--- src/rtl/cmdrsp_pkg.sv ---
package cmdrsp_pkg;
  typedef enum logic [2:0] {
    ST_IDLE, ST_ADDR, ST_AACK, ST_WDAT, ST_WACK, ST_RDAT, ST_RACK, ST_IGN
  } cr_state_t;

  function automatic logic [6:0] pick_addr(input logic sel, input logic [6:0] a, input logic [6:0] b);
    return sel ? b : a;
  endfunction
endpackage

--- src/rtl/cmdrsp_sync.sv ---
module cmdrsp_sync #(
  parameter int W      = 2,
  parameter int STAGES = 2
) (
  input  logic         clk,
  input  logic         rst_n,
  input  logic [W-1:0] d,
  output logic [W-1:0] q
);
  for (genvar i = 0; i < W; i++) begin : g_bit
    logic [STAGES-1:0] chain;
    always_ff @(posedge clk or negedge rst_n) begin
      if (!rst_n) chain <= '1;
      else        chain <= {chain[STAGES-2:0], d[i]};
    end
    assign q[i] = chain[STAGES-1];
  end
endmodule

--- src/rtl/cmdrsp_cond.sv ---
module cmdrsp_cond (
  input  logic clk,
  input  logic rst_n,
  input  logic scl_s,
  input  logic sda_s,
  output logic scl_rise,
  output logic scl_fall,
  output logic start_ev,
  output logic stop_ev
);
  logic scl_d, sda_d;
  always_ff @(posedge clk or negedge rst_n) begin
    if (!rst_n) begin
      scl_d <= 1'b1;
      sda_d <= 1'b1;
    end else begin
      scl_d <= scl_s;
      sda_d <= sda_s;
    end
  end
  assign scl_rise = scl_s & ~scl_d;
  assign scl_fall = ~scl_s & scl_d;
  assign start_ev = scl_s & scl_d & sda_d & ~sda_s;
  assign stop_ev  = scl_s & scl_d & ~sda_d & sda_s;
endmodule

--- src/rtl/cmdrsp_slave.sv ---
module cmdrsp_slave
  import cmdrsp_pkg::*;
#(
  parameter logic [6:0] ADDR_A = 7'h11,
  parameter logic [6:0] ADDR_B = 7'h63,
  parameter int CMD_BYTES = 8,
  parameter int RSP_BYTES = 16,
  localparam int LEN_W = $clog2(CMD_BYTES + 1),
  localparam int IDX_W = $clog2(RSP_BYTES + 1)
) (
  input  logic                   clk,
  input  logic                   rst_n,
  input  logic                   scl_in,
  input  logic                   sda_in,
  input  logic                   addr_sel,
  input  logic                   rsp_ready,
  input  logic [RSP_BYTES*8-1:0] rsp_data,
  output logic                   sda_oe,
  output logic                   cmd_valid,
  output logic [CMD_BYTES*8-1:0] cmd_data,
  output logic [LEN_W-1:0]       cmd_len,
  output logic                   cts
);
  logic scl_s, sda_s;
  logic scl_rise, scl_fall, start_ev, stop_ev;

  cmdrsp_sync #(.W(2), .STAGES(2)) u_sync (
    .clk(clk), .rst_n(rst_n), .d({scl_in, sda_in}), .q({scl_s, sda_s})
  );

  cmdrsp_cond u_cond (
    .clk(clk), .rst_n(rst_n), .scl_s(scl_s), .sda_s(sda_s),
    .scl_rise(scl_rise), .scl_fall(scl_fall), .start_ev(start_ev), .stop_ev(stop_ev)
  );

  cr_state_t              state;
  logic [3:0]             bitc;
  logic [7:0]             sh, tx;
  logic                   rw, ack_ok, oe_q, valid_q, cts_q;
  logic [LEN_W-1:0]       wr_cnt, len_q;
  logic [IDX_W-1:0]       rd_idx;
  logic [CMD_BYTES*8-1:0] cbuf;
  logic [7:0]             nxt_byte;
  logic                   addr_hit, byte_in_done, wr_room;

  function automatic logic [7:0] rsp_pick(input logic [IDX_W-1:0] idx, input logic rdy,
                                          input logic [RSP_BYTES*8-1:0] rd);
    if (int'(idx) >= RSP_BYTES) return 8'hFF;
    if (idx == '0)              return {rdy & rd[7], rd[6:0]};
    return rd[int'(idx)*8 +: 8];
  endfunction

  assign nxt_byte     = rsp_pick(rd_idx, cts_q, rsp_data);
  assign addr_hit     = (sh[7:1] == pick_addr(addr_sel, ADDR_A, ADDR_B));
  assign byte_in_done = scl_fall && (bitc == 4'd8);
  assign wr_room      = (int'(wr_cnt) < CMD_BYTES);

  always_ff @(posedge clk or negedge rst_n) begin
    if (!rst_n) begin
      state   <= ST_IDLE;
      bitc    <= '0;
      sh      <= '0;
      tx      <= '0;
      rw      <= 1'b0;
      ack_ok  <= 1'b0;
      oe_q    <= 1'b0;
      valid_q <= 1'b0;
      wr_cnt  <= '0;
      len_q   <= '0;
      rd_idx  <= '0;
      cbuf    <= '0;
    end else begin
      valid_q <= 1'b0;
      if (start_ev) begin
        state  <= ST_ADDR;
        bitc   <= '0;
        oe_q   <= 1'b0;
        wr_cnt <= '0;
        rd_idx <= '0;
      end else if (stop_ev) begin
        state <= ST_IDLE;
        oe_q  <= 1'b0;
        if (wr_cnt != '0) begin
          valid_q <= 1'b1;
          len_q   <= wr_cnt;
          wr_cnt  <= '0;
        end
      end else begin
        unique case (state)
          ST_ADDR, ST_WDAT: begin
            if (scl_rise) begin
              sh   <= {sh[6:0], sda_s};
              bitc <= bitc + 4'd1;
            end
            if (byte_in_done) begin
              bitc <= '0;
              if (state == ST_ADDR) begin
                if (addr_hit) begin
                  oe_q  <= 1'b1;
                  rw    <= sh[0];
                  state <= ST_AACK;
                end else begin
                  state <= ST_IGN;
                end
              end else begin
                if (wr_room) begin
                  cbuf[int'(wr_cnt)*8 +: 8] <= sh;
                  wr_cnt <= wr_cnt + 1'b1;
                  oe_q   <= 1'b1;
                end
                state <= ST_WACK;
              end
            end
          end
          ST_AACK: if (scl_fall) begin
            oe_q <= 1'b0;
            bitc <= '0;
            if (rw) begin
              tx     <= {nxt_byte[6:0], 1'b0};
              oe_q   <= ~nxt_byte[7];
              rd_idx <= rd_idx + 1'b1;
              state  <= ST_RDAT;
            end else begin
              state <= ST_WDAT;
            end
          end
          ST_WACK: if (scl_fall) begin
            oe_q  <= 1'b0;
            state <= ST_WDAT;
          end
          ST_RDAT: begin
            if (scl_rise) bitc <= bitc + 4'd1;
            if (scl_fall) begin
              if (bitc == 4'd8) begin
                oe_q  <= 1'b0;
                bitc  <= '0;
                state <= ST_RACK;
              end else begin
                oe_q <= ~tx[7];
                tx   <= {tx[6:0], 1'b0};
              end
            end
          end
          ST_RACK: begin
            if (scl_rise) ack_ok <= ~sda_s;
            if (scl_fall) begin
              if (ack_ok) begin
                tx    <= {nxt_byte[6:0], 1'b0};
                oe_q  <= ~nxt_byte[7];
                if (int'(rd_idx) < RSP_BYTES) rd_idx <= rd_idx + 1'b1;
                state <= ST_RDAT;
              end else begin
                state <= ST_IGN;
              end
            end
          end
          default: oe_q <= 1'b0;
        endcase
      end
    end
  end

  always_ff @(posedge clk or negedge rst_n) begin
    if (!rst_n)         cts_q <= 1'b1;
    else if (valid_q)   cts_q <= 1'b0;
    else if (rsp_ready) cts_q <= 1'b1;
  end

  assign sda_oe    = oe_q;
  assign cmd_valid = valid_q;
  assign cmd_data  = cbuf;
  assign cmd_len   = len_q;
  assign cts       = cts_q;
endmodule

--- config.mk ---
export PLATFORM = sky130hd
export DESIGN_NAME = cmdrsp_slave
export DESIGN_NICKNAME = d
export VERILOG_FILES = /design/src/rtl/cmdrsp_pkg.sv /design/src/rtl/cmdrsp_sync.sv /design/src/rtl/cmdrsp_cond.sv /design/src/rtl/cmdrsp_slave.sv
export SDC_FILE = /design/constraint.sdc
export NUM_CORES = 1
export LEC_CHECK = 0
export BUFFER_PORTS_ARGS = -buffer_cell sky130_fd_sc_hd__clkbuf_2
export CAP_MARGIN = 20
export CORE_UTILIZATION = 35
export CTS_BUF_LIST = sky130_fd_sc_hd__clkbuf_4 sky130_fd_sc_hd__clkbuf_8 sky130_fd_sc_hd__clkbuf_16
export CTS_CLUSTER_DIAMETER = 60
export CTS_CLUSTER_SIZE = 20
export DETAILED_ROUTE_END_ITERATION = 10
export MAX_ROUTING_LAYER = met4
export PLACE_DENSITY_LB_ADDON = 0.12
export SKIP_CTS_REPAIR_TIMING = 1
export SYNTH_ARGS = -nofsm -noshare
export SYNTH_HDL_FRONTEND = slang
export SYNTH_SLANG_ARGS = --single-unit
--- constraint.sdc ---
create_clock -name clk -period 2.45 [get_ports clk]
set_input_delay 0.1225 -clock clk [delete_from_list [all_inputs] [get_ports clk]]
set_output_delay 0.1225 -clock clk [all_outputs]
set_load 0.01 [all_outputs]
==> run summary <==
Clock Power Share -> 34.4%
1st-iter DRT viols -> 226
HP Class -> in -> reg
Vias per cell -> 5.18
F_max -> 433 MHz
Via Count -> 4940
Cell Chain, Critical Path -> nor3_1 > ha_1 > and2b_1 > and3_2 > and4_1 > mux2_2
Worst-margin pin slew -> 734 ps
RSZ-0062 raised after global routing -> no
Place WS -> 160 ps
Mapped Nets -> 652
Largest net degree at the start of global routing -> 50
Async S/R FF share, synth -> 100%
Final worst slack -> 140 ps
Req. time, crit path -> 2690 ps
GR Layer Usage met3 -> 2.65%
Startpoint types -> flip-flop
Pint -> 2.98 mW
YS warnings -> 0
Post-synthesis sequential area ratio -> 45.4%
Final worst-path cycle share -> 94.3%
Distinct cells, synth -> 70
Psw -> 1.21 mW
Clock-pin slew of the registers on the worst-case setup and hold paths -> 80 ps
Slew Viols, Final -> 0
RePlAce Congestion -> 0.879
First-pass GRT wire length -> 26300 microns
Sink Count -> 110
Comb power frac -> 15.7%
Vias in the first global route -> 4988
Setup Viol. Count Final -> 0
Drt wl/cell -> 17.3 microns
Most Crowded Layer GR -> met2
Mapped cell area -> 0.00608 sq mm
Peak supply drop -> 0.358 mV
Gr usage total -> 19.5%
Syn Inst Count -> 511
Switching fraction of total power -> 28.8%
Initial Utilization -> 36.3%
Diode count -> 0
Drt pass-1 iters -> 6
CP max stage cell -> dfrtp_1
Met2 Usage GRT -> 32.4%
Seq cells post-synth -> 110
DRC Markers -> 0
Layout Nets -> 870
Met1 usage -> 24.3%
CP Capture Type -> flip-flop
Power per cell area -> 540 mW/mm^2
Final Hold Viols -> 0
Layout Cell Area excl Fill -> 0.00776 sq mm
DP Cell Count -> 934
Crit-path max FO -> 7
Num CTS Buffers -> 9
EDFF count, synth -> 0
Clk buf depth -> 2
Flop pwr share -> 49.9%
Max_cap viols -> 0
Leak -> 3.75 nW
TNS Setup -> 0 ps
CTS tree -> built
Share of layout cells above drive strength 1 -> 50.1%
Synth-to-Final Area Change -> 27.7%
Max_slew headroom -> 50.3%
Core area -> 0.0168 sq mm
Area of placed instances -> 0.00743 sq mm
Fin crit period -> 2310 ps
Ys flop type -> dfrtp_1
Crit path kind -> reg -> reg
Max incr delay on CP -> 470 ps
CTS Root Cell -> clkbuf_16
Clock Skew -> 10.1 ps
Die area -> 0.0179 sq mm
Final WL -> 16500 microns
Site Rows -> 47
Antenna Nets Post-Route -> 0
Status -> finished, final reports clean
Worst skew pair latency -> 360 ps
Post-Layout Cell Count -> 954
Total grt overflow -> 0
Worst Path Arrival -> 2550 ps
Post-detail-place hpwl -> 12900 microns
Synth Area per Inst -> 11.9 sq um
H-tree depth -> 3
Initial antenna violation count -> 0
I/O pin total -> 205
Fin Hold WS -> 257 ps
Die Y -> 134 microns
Die width -> 134 microns
Port Buffers -> 204
layout by cell type (no fill, tap or decap), types with 3 or more instances in the layout:
| master | n |
|---|---|
| clkbuf_2 | 203 |
| dfrtp_1 | 102 |
| mux2_2 | 55 |
| nand2_1 | 49 |
| o21ai_0 | 35 |
| nor2_1 | 33 |
| mux4_2 | 30 |
| buf_4 | 26 |
| inv_1 | 15 |
| mux2i_1 | 13 |
| nor3_1 | 9 |
| nor2b_1 | 9 |
| clkbuf_16 | 9 |
| xnor2_1 | 7 |
| a211oi_1 | 7 |
| o22ai_1 | 7 |
| ha_1 | 7 |
| dfstp_2 | 7 |
| nand4_1 | 6 |
| a21oi_1 | 6 |
| a221o_1 | 6 |
| nand2b_1 | 4 |
| and2_2 | 4 |
| xor2_1 | 4 |
| nand3_1 | 4 |
| dlygate4sd3_1 | 4 |
| and3_1 | 3 |
| and2_1 | 3 |
| and3_2 | 3 |
| nor4_1 | 3 |
| o31ai_1 | 3 |
| clkinv_4 | 3 |
synth_stat cells (7+ instances only):
cell type,number,area share [%]
dfrtp_1,103,42
ha_1,7,1.4
inv_1,15,0.93
mux4_2,30,11
nor2b_1,9,0.93
mux2i_1,13,2.1
mux2_2,55,10
a211oi_1,7,0.86
buf_2,7,0.58
nor2_1,33,2.0
nor3_1,9,0.74
nand2_1,49,3.0
clkbuf_1,10,0.62
dfstp_2,7,3.0
o21ai_0,35,2.9
xnor2_1,7,1.0
o22ai_1,7,0.72
flip-flops by register name (all words and copies together) (netlist names):
signal / count
sh: 8
wr_cnt: 4
cmd_valid: 1
state: 3
u_cond.scl_d: 1
rd_idx: 5
bitc: 4
cmd_data: 64
cts: 1
tx: 7
rw: 1
sda_oe: 1
u_sync.g_bit.chain: 4
cmd_len: 4
u_cond.sda_d: 1
ack_ok: 1
worst paths after layout:
path                                           from                       end  slack (ps)  depth (start not counted)
min                                     rsp_data[0]                     tx[1]         260                          4
max in group asynchronous                     rst_n                   bitc[2]        1410                          3
max reg2reg                               wr_cnt[0]              cmd_data[55]         140                          6
min reg2reg                u_sync.g_bit[1].chain[0]  u_sync.g_bit[1].chain[1]         360                          0
max                                       wr_cnt[0]              cmd_data[55]         140                          6
min in group asynchronous                     rst_n              cmd_data[47]         320                          2
kinds of logic after synthesis:
kind of cell             count (synthesis)  share of synthesized area, %
flip-flops                             110                          45.4
XOR/XNOR                                11                          1.59
adder cells (fa/ha/maj)                  7                          1.44
multiplexers                           101                          24.1
buffers and inverters                   44                          3.97
AO/OA/AOI/OAI                           82                          9.18
AND/OR/NAND/NOR                        156                          14.3
per-stage QoR:
stage / power (mW) / util [%]
floorplan: 2.44 / -
finish: 4.19 / 46.3
global route: 4.40 / 46.3
detailed placement: 2.79 / 44.3
CTS: 4.24 / 46.1
global placement: 2.77 / 44.3
per-layer routing:
metal	vias up	routed length [microns]
met4	0	274
li1	2330	-
met2	178	8360
met3	18	741
met5	-	0
met1	2414	7150
power groups by stage:
stage	sequential, mW	combinational (mW)	clock (mW)
after floorplan	2.06	0.376	0
after global placement	2.12	0.649	0
after detailed placement	2.13	0.659	0
after CTS	2.09	0.661	1.49
after global routing	2.11	0.732	1.56
final	2.09	0.659	1.44
critical path, delay by kind of cell, from the launching register on:
family                     cells  cell delay (ps)
muxes                          1              390
DFF                            1              470
adders and majority gates      1              180
and+or+nand+nor                4             1160
final cells by class:
cell class	count	area [sq um]
fill	1593	9000
multi-input combinational	357	3070
sequential	110	2760
timing repair buffer	235	1290
tap	220	275
clock buffer	10	239
inverter	16	62.6
clock inverter	6	53.8
No activity file was read; power rests on OpenSTA's default activity.
